[src/rtl/scb_pkg.sv]
package scb_pkg;
  localparam int BYTE_W  = 8;
  localparam int WORD_W  = 2 * BYTE_W;
  localparam int N_REG8  = 4;
  localparam int N_REG16 = 2;
  localparam int IDX_W   = 4;

  typedef enum logic [2:0] {
    OP_NONE,
    OP_CLEAR,
    OP_WR8,
    OP_WR16,
    OP_RD8,
    OP_RD16
  } op_e;

  typedef struct packed {
    op_e              op;
    logic [IDX_W-1:0] idx;
  } cmd_t;

  // Command code map: high nibble selects the kind, low nibble the register.
  function automatic cmd_t decode_cmd(input logic [BYTE_W-1:0] code);
    cmd_t d;
    d.op  = OP_NONE;
    d.idx = code[IDX_W-1:0];
    if (code == 8'h01)
      d.op = OP_CLEAR;
    else if (code[7:4] == 4'h1 && int'(code[3:0]) < N_REG8)
      d.op = OP_WR8;
    else if (code[7:4] == 4'h2 && int'(code[3:0]) < N_REG16)
      d.op = OP_WR16;
    else if (code[7:4] == 4'h3 && int'(code[3:0]) < N_REG8)
      d.op = OP_RD8;
    else if (code[7:4] == 4'h4 && int'(code[3:0]) < N_REG16)
      d.op = OP_RD16;
    return d;
  endfunction
endpackage

[src/rtl/scb_sync.sv]
module scb_sync #(
  parameter int              W       = 3,
  parameter int              STAGES  = 2,
  parameter logic [W-1:0]    RST_VAL = '0
) (
  input  logic         clk,
  input  logic         rst_n,
  input  logic [W-1:0] d,
  output logic [W-1:0] q
);
  logic [W-1:0] stg [STAGES];

  always_ff @(posedge clk or negedge rst_n) begin
    if (!rst_n) begin
      for (int i = 0; i < STAGES; i++) stg[i] <= RST_VAL;
    end else begin
      stg[0] <= d;
      for (int i = 1; i < STAGES; i++) stg[i] <= stg[i-1];
    end
  end

  assign q = stg[STAGES-1];
endmodule

[src/rtl/scb_frame.sv]
module scb_frame
  import scb_pkg::*;
#(
  parameter int MAX_BITS = BYTE_W + WORD_W
) (
  input  logic              clk,
  input  logic              rst_n,
  input  logic              csn_s,
  input  logic              sclk_s,
  input  logic              sdi_s,
  output logic              cmd_load,
  output logic [BYTE_W-1:0] cmd_next,
  output logic              pay_shift,
  output logic              commit,
  output op_e               wr_op,
  output logic [IDX_W-1:0]  wr_idx,
  output logic [WORD_W-1:0] wr_data
);
  localparam int CNT_W = $clog2(MAX_BITS + 2);
  localparam logic [CNT_W-1:0] CNT_CMD  = CNT_W'(BYTE_W);
  localparam logic [CNT_W-1:0] CNT_ONE  = CNT_W'(2 * BYTE_W);
  localparam logic [CNT_W-1:0] CNT_TWO  = CNT_W'(BYTE_W + WORD_W);
  localparam logic [CNT_W-1:0] CNT_LAST = CNT_W'(BYTE_W - 1);

  logic              sclk_q, csn_q;
  logic [CNT_W-1:0]  bit_cnt;
  logic [BYTE_W-1:0] cmd_sh;
  logic [WORD_W-1:0] data_sh;
  logic              rise, sel_fall, sel_rise, len_ok;
  logic [CNT_W-1:0]  need;
  cmd_t              dec;

  always_comb begin
    rise      = sclk_s & ~sclk_q & ~csn_s & ~csn_q;
    sel_fall  = csn_q & ~csn_s;
    sel_rise  = ~csn_q & csn_s;
    cmd_load  = rise && (bit_cnt == CNT_LAST);
    cmd_next  = {cmd_sh[BYTE_W-2:0], sdi_s};
    pay_shift = rise && (bit_cnt >= CNT_CMD);
    dec       = decode_cmd(cmd_sh);
    case (dec.op)
      OP_CLEAR: need = CNT_CMD;
      OP_WR8:   need = CNT_ONE;
      OP_WR16:  need = CNT_TWO;
      default:  need = '0;
    endcase
    len_ok = (dec.op inside {OP_CLEAR, OP_WR8, OP_WR16}) && (bit_cnt == need);
  end

  always_ff @(posedge clk or negedge rst_n) begin
    if (!rst_n) begin
      sclk_q  <= 1'b0;
      csn_q   <= 1'b1;
      bit_cnt <= '0;
      cmd_sh  <= '0;
      data_sh <= '0;
      commit  <= 1'b0;
      wr_op   <= OP_NONE;
      wr_idx  <= '0;
      wr_data <= '0;
    end else begin
      sclk_q <= sclk_s;
      csn_q  <= csn_s;
      commit <= sel_rise && len_ok;
      if (sel_rise) begin
        wr_op   <= dec.op;
        wr_idx  <= dec.idx;
        wr_data <= data_sh;
      end
      if (sel_fall) begin
        bit_cnt <= '0;
        cmd_sh  <= '0;
        data_sh <= '0;
      end else if (rise) begin
        if (bit_cnt < CNT_CMD) cmd_sh <= cmd_next;
        else                   data_sh <= {data_sh[WORD_W-2:0], sdi_s};
        if (bit_cnt != '1) bit_cnt <= bit_cnt + 1'b1;
      end
    end
  end

  // a new transaction starts counting from zero
  p_cnt_clear_r4: assert property (@(posedge clk) disable iff (!rst_n)
    $fell(csn_s) |=> (bit_cnt == '0));
  // a commit only follows the select line returning high
  p_commit_on_release_r4: assert property (@(posedge clk) disable iff (!rst_n)
    commit |-> ($past(csn_s) && csn_q));
  // reply is loaded only while selected
  p_load_selected_r3: assert property (@(posedge clk) disable iff (!rst_n)
    cmd_load |-> !csn_s);
endmodule

[src/rtl/scb_regs.sv]
module scb_regs
  import scb_pkg::*;
(
  input  logic              clk,
  input  logic              rst_n,
  input  logic              commit,
  input  op_e               wr_op,
  input  logic [IDX_W-1:0]  wr_idx,
  input  logic [WORD_W-1:0] wr_data,
  input  logic [BYTE_W-1:0] rd_code,
  output logic [WORD_W-1:0] rd_word
);
  logic [N_REG8-1:0][BYTE_W-1:0]  reg8;
  logic [N_REG16-1:0][WORD_W-1:0] reg16;
  logic [N_REG8-1:0]              we8;
  logic [N_REG16-1:0]             we16;
  logic                           clr;
  cmd_t                           rd;

  assign clr = commit && (wr_op == OP_CLEAR);

  for (genvar g = 0; g < N_REG8; g++) begin : g_b
    assign we8[g] = commit && (wr_op == OP_WR8) && (wr_idx == IDX_W'(g));
    always_ff @(posedge clk or negedge rst_n) begin
      if (!rst_n)      reg8[g] <= '0;
      else if (clr)    reg8[g] <= '0;
      else if (we8[g]) reg8[g] <= wr_data[BYTE_W-1:0];
    end
  end

  for (genvar g = 0; g < N_REG16; g++) begin : g_w
    assign we16[g] = commit && (wr_op == OP_WR16) && (wr_idx == IDX_W'(g));
    always_ff @(posedge clk or negedge rst_n) begin
      if (!rst_n)       reg16[g] <= '0;
      else if (clr)     reg16[g] <= '0;
      else if (we16[g]) reg16[g] <= wr_data;
    end
  end

  always_comb begin
    rd      = decode_cmd(rd_code);
    rd_word = '0;
    for (int i = 0; i < N_REG8; i++)
      if (rd.op == OP_RD8 && rd.idx == IDX_W'(i)) rd_word = {reg8[i], {BYTE_W{1'b0}}};
    for (int i = 0; i < N_REG16; i++)
      if (rd.op == OP_RD16 && rd.idx == IDX_W'(i)) rd_word = reg16[i];
  end

  // at most one register is written per commit
  p_one_write_r2: assert property (@(posedge clk) disable iff (!rst_n)
    $onehot0({we8, we16}));
  // the clear command empties the whole bank
  p_clear_all_r7: assert property (@(posedge clk) disable iff (!rst_n)
    clr |=> (reg8 == '0 && reg16 == '0));
  // without a commit the bank holds its value
  p_hold_r4: assert property (@(posedge clk) disable iff (!rst_n)
    !commit |=> ($stable(reg8) && $stable(reg16)));
endmodule

[src/rtl/scb_shift_out.sv]
module scb_shift_out
  import scb_pkg::*;
(
  input  logic              clk,
  input  logic              rst_n,
  input  logic              csn_s,
  input  logic              sclk_s,
  input  logic              load,
  input  logic [WORD_W-1:0] load_word,
  input  logic              shift,
  output logic              sdo,
  output logic              oe
);
  logic [WORD_W-1:0] rsh;

  always_ff @(posedge clk or negedge rst_n) begin
    if (!rst_n) begin
      rsh <= '0;
      oe  <= 1'b0;
    end else if (csn_s) begin
      rsh <= '0;
      oe  <= 1'b0;
    end else begin
      if (!sclk_s) oe <= 1'b1;
      if (load)       rsh <= load_word;
      else if (shift) rsh <= {rsh[WORD_W-2:0], 1'b0};
    end
  end

  assign sdo = oe & rsh[WORD_W-1];

  // the driver is only enabled after a selected cycle
  p_oe_selected_r6: assert property (@(posedge clk) disable iff (!rst_n)
    oe |-> !$past(csn_s));
  // enable first appears only after a low clock phase
  p_oe_after_low_r6: assert property (@(posedge clk) disable iff (!rst_n)
    $rose(oe) |-> !$past(sclk_s));
endmodule

[src/rtl/scb_slave.sv]
module scb_slave
  import scb_pkg::*;
(
  input  logic clk,
  input  logic rst_n,
  input  logic csn_i,
  input  logic sclk_i,
  input  logic sdi_i,
  output logic sdo_o,
  output logic sdo_oe_o
);
  logic              csn_s, sclk_s, sdi_s;
  logic              cmd_load, pay_shift, commit;
  logic [BYTE_W-1:0] cmd_next;
  op_e               wr_op;
  logic [IDX_W-1:0]  wr_idx;
  logic [WORD_W-1:0] wr_data, rd_word;

  scb_sync #(.W(3), .STAGES(2), .RST_VAL(3'b100)) u_sync (
    .clk(clk), .rst_n(rst_n),
    .d({csn_i, sclk_i, sdi_i}),
    .q({csn_s, sclk_s, sdi_s})
  );

  scb_frame u_frame (
    .clk(clk), .rst_n(rst_n),
    .csn_s(csn_s), .sclk_s(sclk_s), .sdi_s(sdi_s),
    .cmd_load(cmd_load), .cmd_next(cmd_next), .pay_shift(pay_shift),
    .commit(commit), .wr_op(wr_op), .wr_idx(wr_idx), .wr_data(wr_data)
  );

  scb_regs u_regs (
    .clk(clk), .rst_n(rst_n),
    .commit(commit), .wr_op(wr_op), .wr_idx(wr_idx), .wr_data(wr_data),
    .rd_code(cmd_next), .rd_word(rd_word)
  );

  scb_shift_out u_out (
    .clk(clk), .rst_n(rst_n),
    .csn_s(csn_s), .sclk_s(sclk_s),
    .load(cmd_load), .load_word(rd_word), .shift(pay_shift),
    .sdo(sdo_o), .oe(sdo_oe_o)
  );
endmodule

[config.mk]
export PLATFORM = sky130hd
export DESIGN_NAME = scb_slave
export DESIGN_NICKNAME = d
export VERILOG_FILES = /design/src/rtl/scb_pkg.sv /design/src/rtl/scb_sync.sv /design/src/rtl/scb_frame.sv /design/src/rtl/scb_regs.sv /design/src/rtl/scb_shift_out.sv /design/src/rtl/scb_slave.sv
export SDC_FILE = /design/constraint.sdc
export NUM_CORES = 1
export LEC_CHECK = 0
export ABC_AREA = 1
export BUFFER_PORTS_ARGS = -buffer_cell sky130_fd_sc_hd__buf_2
export CORE_MARGIN = 3
export CORE_UTILIZATION = 40
export DETAILED_ROUTE_END_ITERATION = 8
export PLACE_DENSITY_LB_ADDON = 0.15
export SLEW_MARGIN = 20
export SYNTH_ARGS = -nofsm -noshare
export SYNTH_HDL_FRONTEND = slang
export SYNTH_SLANG_ARGS = --single-unit
[constraint.sdc]
create_clock -name clk -period 2.4 [get_ports clk]
set_input_delay 0.12 -clock clk [delete_from_list [all_inputs] [get_ports clk]]
set_output_delay 0.12 -clock clk [all_outputs]
set_load 0.05 [all_outputs]
==> results of run 1 <==
==> worst reg2reg max path, stage by stage (launching register included) <==
cell and delay (ns):
dfrtp_1 0.36, inv_1 0.09, nand2_1 0.05, nor2_1 0.23
nand2_2 0.09, buf_4 0.21, o21ai_0 0.17, inv_1 0.31
nand2_1 0.12, o21ai_0 0.09
==> final timing paths <==
| check | from | depth (start not counted) | slack [ns] | end |
|---|---|---|---|---|
| max in group asynchronous | rst_n | 3 | 1.39 | u_frame.csn_q |
| max | u_frame.wr_op[2] | 9 | 0.55 | u_regs.reg8[17] |
| min reg2reg | u_sync.stg[3] | 0 | 0.35 | u_sync.q[0] |
| min | rst_n | 2 | 0.29 | u_regs.reg8[0] |
| max reg2reg | u_frame.wr_op[2] | 9 | 0.55 | u_regs.reg8[17] |
| min in group clk | sclk_i | 2 | 0.34 | u_sync.stg[4] |
==> placed cells by master (no fill, tap or decap), types with 2 or more instances in the layout <==
master | synthesis | layout
nand2_1 | 202 | 202
dfrtp_1 | 139 | 139
o21ai_0 | 94 | 92
nor2_1 | 65 | 65
inv_1 | 56 | 56
nand4_1 | 38 | 38
nand3_1 | 33 | 33
o22ai_1 | 22 | 22
clkbuf_16 | 0 | 17
buf_4 | 2 | 12
clkinv_1 | 6 | 6
clkinv_4 | 0 | 5
buf_2 | 9 | 5
a21oi_1 | 5 | 4
clkbuf_8 | 0 | 4
dlygate4sd3_1 | 0 | 4
nor3_1 | 3 | 3
nor2_2 | 3 | 3
ha_1 | 3 | 3
dfstp_2 | 3 | 3
nand2_2 | 2 | 2
o21ai_2 | 0 | 2
a21oi_2 | 1 | 2
nor2_4 | 2 | 2
inv_2 | 2 | 2
o21ai_1 | 2 | 2
clkinvlp_4 | 0 | 2
bufinv_16 | 0 | 2
buf_12 | 0 | 2
==> per-stage QoR <==
stage | hold WS [ns] | power, mW | setup WS (ns)
after floorplan | -0.176 | 2.59 | 0.730
after global placement | 0.166 | 2.68 | 0.579
after detailed placement | 0.175 | 2.69 | 0.549
after CTS | 0.307 | 5.38 | 0.533
after global routing | 0.338 | 5.50 | 0.370
final | 0.293 | 5.31 | 0.547
==> layout make-up <==
class	instances	area share, %
clock buffer	21	6.76
clock inverter	11	1.87
inverter	64	3.38
multi-input combinational	483	31.8
sequential	142	50.1
tap	184	3.24
timing repair buffer	24	2.91
==> kinds of logic after synthesis <==
group                    synth area share, %
buffers and inverters                   5.96
AND/OR/NAND/NOR                         24.6
AO/OA/AOI/OAI                           11.2
adder cells (fa/ha/maj)                0.608
flip-flops                              57.6
==> report_power, final <==
part           switching [mW]  internal, mW  leakage, nW
combinational           0.146        0.0508        0.908
clock                    1.02          1.65        0.296
sequential             0.0229          2.43         1.95
==> sequential cells by signal, indices dropped and copies added, names as in the netlist, 4 cells and up <==
signal           cells
u_out.rsh           16
u_regs.reg8         32
u_frame.cmd_sh       8
u_frame.wr_data     16
u_frame.data_sh     16
u_frame.wr_idx       4
u_frame.bit_cnt      5
u_regs.reg16        32
==> layer usage <==
layer | vias up | wire [um] | track usage, %
met2 | 115 | 6630 | 28.6
met5 | - | 0 | 0
met4 | 0 | 371 | 7.89
met1 | 2313 | 7020 | 26.2
li1 | 2389 | - | -
met3 | 30 | 648 | 4.26
==> results.md, run 1 <==
- Worst rel slew slack: 54.2%
- Die area: approximately 17000 um^2
- YS warnings: 0
- Required @ worst endpoint: 2.68 ns
- Critical path endpoint category: register
- Multi-input logic area: approximately 2300 um^2
- Crit Path Category: reg -> reg
- Hold Buf Count CTS: 4
- Final setup TNS: 0 ns
- ANT cells: 0
- Leak: 3.16 nW
- Dpl hpwl: about 10000 um
- Layout cells sized above 1: under 10%
- I/O Buffers: 6
- Post-synth top cells: nand2_1 (202), dfrtp_1 (139), o21ai_0 (94)
- Reg area: around 3600 um^2
- Unrepaired setup endpoints after global routing: false
- Hold Path Class: in -> async
- Final setup viols: 0
- Total iterations of the first detailed-routing run: 5
- Synth area leaders: dfrtp_1 (56%), nand2_1 (12%), o21ai_0 (7.6%), nor2_1 (4.0%), nand4_1 (3.9%)
- Post-synth top area share: ~56%
- Layout Nets: 740
- Site Rows: between 40 and 50
- Area growth, synth to finish: 15.1%
- Crit-path slowest cell: dfrtp_1
- FMAX: between 500 and 600 MHz
- Initial Util: 41.7%
- Cell chain of the critical path: inv_1 -> nand2_1 -> nor2_1 -> nand2_2 -> buf_4 -> o21ai_0 -> inv_1 -> nand2_1 -> o21ai_0
- Layout filler cell count: 1405
- CTS tree: built
- Initial antenna violation count: 0
- Cells after synthesis: 718
- Post-CTS Resized: 0
- Critical Path Fanout Max: 18
- Post-synth EDFFs: 0
- Post-Place Cell Area: between 6000 and 7000 um^2
- Critical path's top delay family: buffers and inverters
- Distinct cells, synth: 30
- Outcome: finished clean
- Final min period: around 1.9 ns
- First-pass GRT wire length: roughly 25000 um
- Remaining DRCs: 0
- Cell taking the most area after synthesis: dfrtp_1
- Util after Layout: 48.0%
- Fin. Hold Viols: 0
- Synth Register Bits: around 140
- Vias in the first global route: approximately 4800
- Max-slew violations: 0
- Syn Std Cell Area: between 6000 and 7000 um^2
- Num ports: 7
- GRT Util Overall: a little under a fifth
- CP Launch Type: register
- CTS Sinks: around 140
- Skew final: 0.00640 ns
- Via count: 4847
- Die Y: between 100 and 150 um
- CP Data Arrival Time: about 2.1 ns
- Wirelength per Cell: 15.8 um
- H-tree depth: 4
- Routed wire length: between 10000 and 15000 um
- Max-cap viol count: 0
- Period utilization: a little under 80%
- Fraction of registers with async set or reset after synthesis: 100%
- Placed cell count: roughly 900
- Count leader, synth: nand2_1
- CTS clk-pin slew, worst paths: ~0.060 ns
- GR Overflow Total: 0
- Mean Syn Cell Area: 8.60 um^2
- Worst-Skew Late Latency: between 0.4 and 0.5 ns
- Largest net degree at the start of global routing: between 60 and 70
- Detail Route Antenna Nets: 0
- CP max stage delay: 0.36 ns
- Main synth FF type: dfrtp_1
- Via/cell ratio: between 5 and 6
- Number of buffers created by CTS: 17
- GP Congestion: about 0.90
- WP buf/inv: 3
- Peak supply drop: between 400 and 500 uV
- Seq/Total Area, Yosys: 57.6%
- CORE AREA: approximately 15000 um^2
- Die Span X: about 130 um
- Root Driver: clkbuf_16
- 1st-iter DRT viols: between 400 and 500
- Tightest Pin Transition: roughly 0.69 ns
- Post-Layout Cell Count: 929
- Final instance area: roughly 7000 um^2
- Clk buf depth: 2
- Net Count, Synth: 726
- Post-CTS Setup Bufs: 0
- Pwr per Cell Area: roughly 750 nW/um^2
Power figures use the tool's default switching activity.
==> run 2: changes to the inputs <==
==> constraint.sdc (replaced) <==
create_clock -name clk -period 1.7 [get_ports clk]
set_input_delay 0.085 -clock clk [delete_from_list [all_inputs] [get_ports clk]]
set_output_delay 0.085 -clock clk [all_outputs]
set_load 0.05 [all_outputs]
==> run 2 against run 1 <==
Effect of this change: sequential share of layout area down 1.7 points; final area increased by 3.5%; clock power up 43%; clock skew about the same; routed wire length is 1.1% higher; register-to-register slack lost 0.47 ns; final cell count increased by 1.8%.
==> results.md, run 2 (synthesized netlist as in run 1, its figures left out) <==
- Outcome: finished clean
- Util after Layout: 49.7%
- Top flop regs: u_regs.reg16: 32 flops, u_regs.reg8: 32 flops
- Worst r2r src: u_frame.cmd_sh[5]
- Vias in the first global route: 4873
- Placed cell count: 908
- Peak supply drop: approximately 780 uV
- Max-slew violations: 0
- Final min period: between 1.5 and 2 ns
- Max-cap viol count: 0
- Number of buffers created by CTS: 17
- H-tree depth: 4
- Critical Path Fanout Max: 16
- Area growth, synth to finish: 19.2%
- Initial Util: a little over two fifths
- Root Driver: clkbuf_16
- Unrepaired setup endpoints after global routing: true
- Via/cell ratio: between 5 and 6
- Critical Path Stages: 11
- Required @ worst endpoint: about 2.1 ns
- Hold Path Class: in -> async
- Dpl hpwl: between 10000 and 15000 um
- ANT cells: 0
- Remaining DRCs: 0
- Via count: a little under 5000
- Final hold slack: about 0.20 ns
- Pwr per Cell Area: 1030 nW/um^2
- Fin. Hold Viols: 0
- Die Span X: 130 um
- CP Launch Type: register
- Critical path's top delay family: simple AND/OR/NAND/NOR gates
- FMAX: between 600 and 700 MHz
- Num ports: 7
- Tightest Pin Transition: roughly 0.69 ns
- Layout cells sized above 1: between 10% and 20%
- CTS Sinks: about 140
- Worst-Skew Late Latency: 0.42 ns
- Initial antenna violation count: 0
- Final setup viols: 0
- Most common cell after layout, fill and taps aside: nand2_1
- Cell chain of the critical path: inv_1 -> nor2_2 -> nand2_1 -> nor2_4 -> buf_6 -> nand3_1 -> nand2_1 -> clkinv_1 -> nand4_1 -> nand2_1 -> nand2_1
- Power, Total: roughly 7.6 mW
- GP Congestion: between 0.9 and 1
- Die area: around 17000 um^2
- CORE AREA: roughly 15000 um^2
- Crit-path slowest cell: dfrtp_1
- Clk buf depth: 2
- Layout Nets: 757
- Leak: approximately 3.2 nW
- Worst rel slew slack: 53.8%
- I/O Buffers: 6
- Detail Route Antenna Nets: 0
- CP Data Arrival Time: approximately 2.0 ns
- Most frequent cells in the layout: nand2_1 (198), dfrtp_1 (138), o21ai_0 (91)
- Skew final: roughly 0.0067 ns
- GRT Util Overall: roughly a fifth
- Critical path endpoint category: register
- Layout filler cell count: ~1400
- CTS clk-pin slew, worst paths: around 0.06 ns
- R2R setup slack: between 0.07 and 0.08 ns
- GR Overflow Total: 0
- Post-Layout Cell Count: between 900 and 1000
- Crit Path Category: reg -> reg
- Total iterations of the first detailed-routing run: 6
- Slack of the critical path: about 0.076 ns
- 1st-iter DRT viols: about 330
- Period utilization: approximately 96%
- Wirelength per Cell: roughly 16 um
- R2R Path End: u_out.rsh[9]
- DP Worst Slack: -0.0227 ns
- Die Y: 130 um
- Site Rows: between 40 and 50
- Worst r2r path cells: 11
- First-pass GRT wire length: about 25000 um
- WP buf/inv: 3
- CTS tree: built
- Routed wire length: 14800 um
- CP max stage delay: 0.35 ns
- Cell mode on critical path: nand2_1
- Largest net degree at the start of global routing: between 50 and 60
-- run 2: metal layers --
| metal | vias up | wire, um | track usage, % |
|---|---|---|---|
| met4 | 0 | 233 | 5.81 |
| met3 | 19 | 675 | 4.22 |
| met1 | 2383 | 7060 | 27.0 |
| met5 | - | 0 | 0 |
| li1 | 2436 | - | - |
| met2 | 100 | 6860 | 29.8 |
-- run 2: how the worst max path moves through the flow --
stage               slack [ns]                  to          startpoint
CTS                      0.007       u_out.rsh[14]   u_frame.cmd_sh[0]
global route             -0.02       u_out.rsh[11]   u_frame.cmd_sh[5]
floorplan                 0.03  u_frame.bit_cnt[3]  u_frame.bit_cnt[0]
detailed placement       -0.02  u_frame.bit_cnt[3]  u_frame.bit_cnt[0]
global placement          0.01  u_frame.bit_cnt[3]  u_frame.bit_cnt[0]
finish                    0.08        u_out.rsh[9]   u_frame.cmd_sh[5]
-- run 2: timing repair --
item                       in CTS  in global routing
resized for setup               2                 27
setup endpoints to repair       1                 57
hold endpoints to repair       51                  0
cloned                          0                  1
pin swaps                       0                  3
buffers inserted                0                  1
hold buffers                    4                  0
-- run 2: where the power goes --
part           leakage (nW)  switching (mW)  internal, mW  total, mW
clock                 0.298            1.47          2.34       3.81
combinational         0.998           0.226         0.110      0.336
sequential             1.95          0.0288          3.42       3.45
total                  3.25            1.72          5.88       7.60
-- run 2: metrics by stage --
step	TNS (ns)	instance area [um^2]
after floorplan	0	6170
after global placement	0	6610
after detailed placement	-0.0227	6610
after CTS	0	7270
after global routing	-0.149	7360
final	0	7360
-- run 2: area by class of cell --
type | instances | area (um^2) | area share, %
Clock buffer | 22 | 484 | 6.58
Clock inverter | 10 | 129 | 1.75
Inverter | 64 | 249 | 3.38
Multi-Input combinational cell | 483 | 2310 | 31.5
Sequential cell | 142 | 3560 | 48.4
Tap cell | 184 | 230 | 3.13
Timing Repair Buffer | 40 | 384 | 5.22
Timing Repair inverter | 1 | 7.51 | 0.102
==> run 3: changes to the inputs <==
--- a/config.mk
+++ b/config.mk
@@ -14,4 +14,5 @@
 export SLEW_MARGIN = 20
 export SYNTH_ARGS = -nofsm -noshare
 export SYNTH_HDL_FRONTEND = slang
+export SYNTH_HIERARCHICAL = 1
 export SYNTH_SLANG_ARGS = --single-unit
==> run 3 against run 2 <==
Effect of this change: synthesized cell count rose by 9.7%; power rose by 1.3%; clock skew rose by 0.0078 ns; via count rose by 11%; global-route usage rose by 0.13 points.
==> results.md, run 3 <==
- Outcome: finished clean
- FMAX: 610 MHz
- Final min period: 1.64 ns
- Mean Syn Cell Area: around 8.6 um^2
- Final hold slack: 0.125 ns
- Period utilization: between 90% and 100%
- Syn Std Cell Area: between 6000 and 7000 um^2
- CORE AREA: around 16000 um^2
- ANT cells: 0
- Unrepaired setup endpoints after global routing: true
- Vias in the first global route: between 5000 and 6000
- Distinct cells, synth: 33
- Via/cell ratio: roughly 5.2
- Initial Util: 41.7%
- Hold Path Class: in -> async
- Final setup viols: 0
- Most frequent cells in the layout: nand2_1 (226), dfrtp_1 (139), nand3_1 (70)
- Synth area leaders: dfrtp_1 (51%), nand2_1 (13%), nand3_1 (5.5%), o21ai_0 (4.9%), inv_1 (3.5%)
- WP buf/inv: 2
- Final setup TNS: 0 ns
- Cell chain of the critical path: nor2_4 -> nand2_4 -> nor2_4 -> buf_12 -> clkbuf_16 -> nand3_1 -> nand4_1 -> nand2_1 -> nand2_1 -> nand3_1 -> nand2_1
- Cell taking the most area after synthesis: dfrtp_1
- Cells after synthesis: around 800
- First-pass GRT wire length: 27600 um
- 1st-iter DRT viols: 340
- Die Y: 136 um
- Worst-Skew Late Latency: about 0.43 ns
- CP Data Arrival Time: 2.00 ns
- H-tree depth: 4
- Cell mode on critical path: nand2_1
- Area growth, synth to finish: 20.0%
- Largest net degree at the start of global routing: 58
- Max-slew violations: 0
- Leak: 3.76 nW
- Detail Route Antenna Nets: 0
- Clk buf depth: 2
- Site Rows: 46
- Num ports: 7
- Required @ worst endpoint: about 2.1 ns
- Net Count, Synth: 796
- Fraction of registers with async set or reset after synthesis: 100%
- GRT Util Overall: around a fifth
- Critical path's top delay family: simple AND/OR/NAND/NOR gates
- Tightest Pin Transition: 0.496 ns
- Root Driver: clkbuf_16
- Worst rel slew slack: roughly two thirds
- Fin. Hold Viols: 0
- Die area: around 19000 um^2
- Most common cell after layout, fill and taps aside: nand2_1
- Main synth FF type: dfrtp_1
- Remaining DRCs: 0
- Count leader, synth: nand2_1
- Layout Nets: roughly 840
- Total iterations of the first detailed-routing run: 5
- Routed wire length: 17000 um
- Synth Register Bits: roughly 140
- Crit Path Category: reg -> reg
- Dpl hpwl: ~12000 um
- Via count: 5477
- Post-synth top cells: nand2_1 (228), dfrtp_1 (139), nand3_1 (74)
- YS warnings: 6
- I/O Buffers: 6
- Skew final: between 0.01 and 0.015 ns
- Critical Path Fanout Max: 8
- GP Congestion: approximately 0.91
- Die Span X: 136 um
- Number of buffers created by CTS: 17
- Max-cap viol count: 0
- GR Overflow Total: 0
- Post-synth top area share: approximately half
- Wirelength per Cell: between 15 and 20 um
- Initial antenna violation count: 0
- CP Launch Type: register
- Top flop regs: u_regs/reg16: 32 flops, u_regs/reg8: 32 flops
- CTS Sinks: 142
- Crit-path slowest cell: dfrtp_1
- Peak supply drop: ~710 uV
- CTS tree: built
- Critical path endpoint category: register
- Pwr per Cell Area: ~950 nW/um^2
- Post-synth EDFFs: 0
- CP max stage delay: roughly 0.41 ns
- CTS clk-pin slew, worst paths: 0.07 ns
- Layout cells sized above 1: 21.7%
- Seq/Total Area, Yosys: around 53%
- Layout filler cell count: roughly 1600
-- run 3: cell count changes after synthesis, moves of 11 or more --
| cell | change |
|---|---|
| buf_4 | +15 |
| clkbuf_1 | -13 |
| nor2_1 | -33 |
| o21ai_0 | -28 |
| o22ai_1 | -22 |
| o21ai_1 | +11 |
| nand3_1 | +41 |
| o21ai_2 | +26 |
| nand2_1 | +26 |
-- run 3: report_power, final --
group	internal [mW]	switching, mW
Clock	2.10	1.64
Combinational	0.172	0.318
Sequential	3.43	0.0402
-- run 3: worst paths after layout --
check	slack, ns	cells past startpoint	endpoint	from
hold / removal	0.13	2	u_regs/reg8[14]	rst_n
setup reg to reg	0.06	11	u_out/rsh[15]	u_frame/cmd_sh[1]
hold reg to reg	0.36	0	u_sync/q[1]	u_sync/stg[4]
min in group clk	0.29	2	u_sync/stg[5]	csn_i
setup / recovery	0.06	11	u_out/rsh[15]	u_frame/cmd_sh[1]
max in group asynchronous	0.92	3	u_sync/q[2]	rst_n
-- run 3: per-stage QoR --
step	std cells	power [mW]	setup slack, ns	util [%]	area, um^2
2_1_floorplan	788	3.76	0.0217	-	6780
3_3_place_gp	1011	3.96	-0.315	44.2	7180
3_5_place_dp	1011	3.97	-0.363	44.2	7180
4_1_cts	1054	7.74	-0.000000444	48.7	7910
5_1_grt	1062	7.99	-0.0517	50.1	8120
6_report	1062	7.69	0.0603	50.1	8120
-- run 3: logic make-up after synthesis --
group | synth area share, %
buffers and inverters | 8.43
and+or+nand+nor | 27.5
adders and majority gates | 0.554
AOI/OAI and AO/OA | 10.8
DFF | 52.5
xor gates and xnor gates | 0.129
-- run 3: layout make-up --
cell class                      count  area, um^2  share of cell area [%]
Timing Repair Buffer               69         663                    8.16
Sequential cell                   142        3560                    43.8
Clock buffer                       17         425                    5.24
Inverter                           73         279                    3.43
Clock inverter                     15         168                    2.06
Multi-Input combinational cell    530        2760                    34.0
Tap cell                          216         270                    3.33
-- run 3: layer usage --
layer	share of wire (%)	track usage (%)
met4	2.1	7.11
met3	3.8	4.22
met5	0	0
met1	46	25.7
met2	48	31.0
-- run 3: repair_timing --
| item | CTS | global route |
|---|---|---|
| endpoints found under the hold margin | 142 | 0 |
| pin swaps | 6 | 13 |
| setup buffers | 7 | 5 |
| cloned | 0 | 3 |
| hold buffers | 4 | 0 |
| gates resized for setup | 10 | 27 |
| setup endpoints to repair | 20 | 40 |
-- run 3: worst register-to-register path, delay by kind of cell, from the launching register on --
kind / cells / cell delay (ns)
flops: 1 / 0.41
simple gates: 9 / 0.89
buf+inv: 2 / 0.29
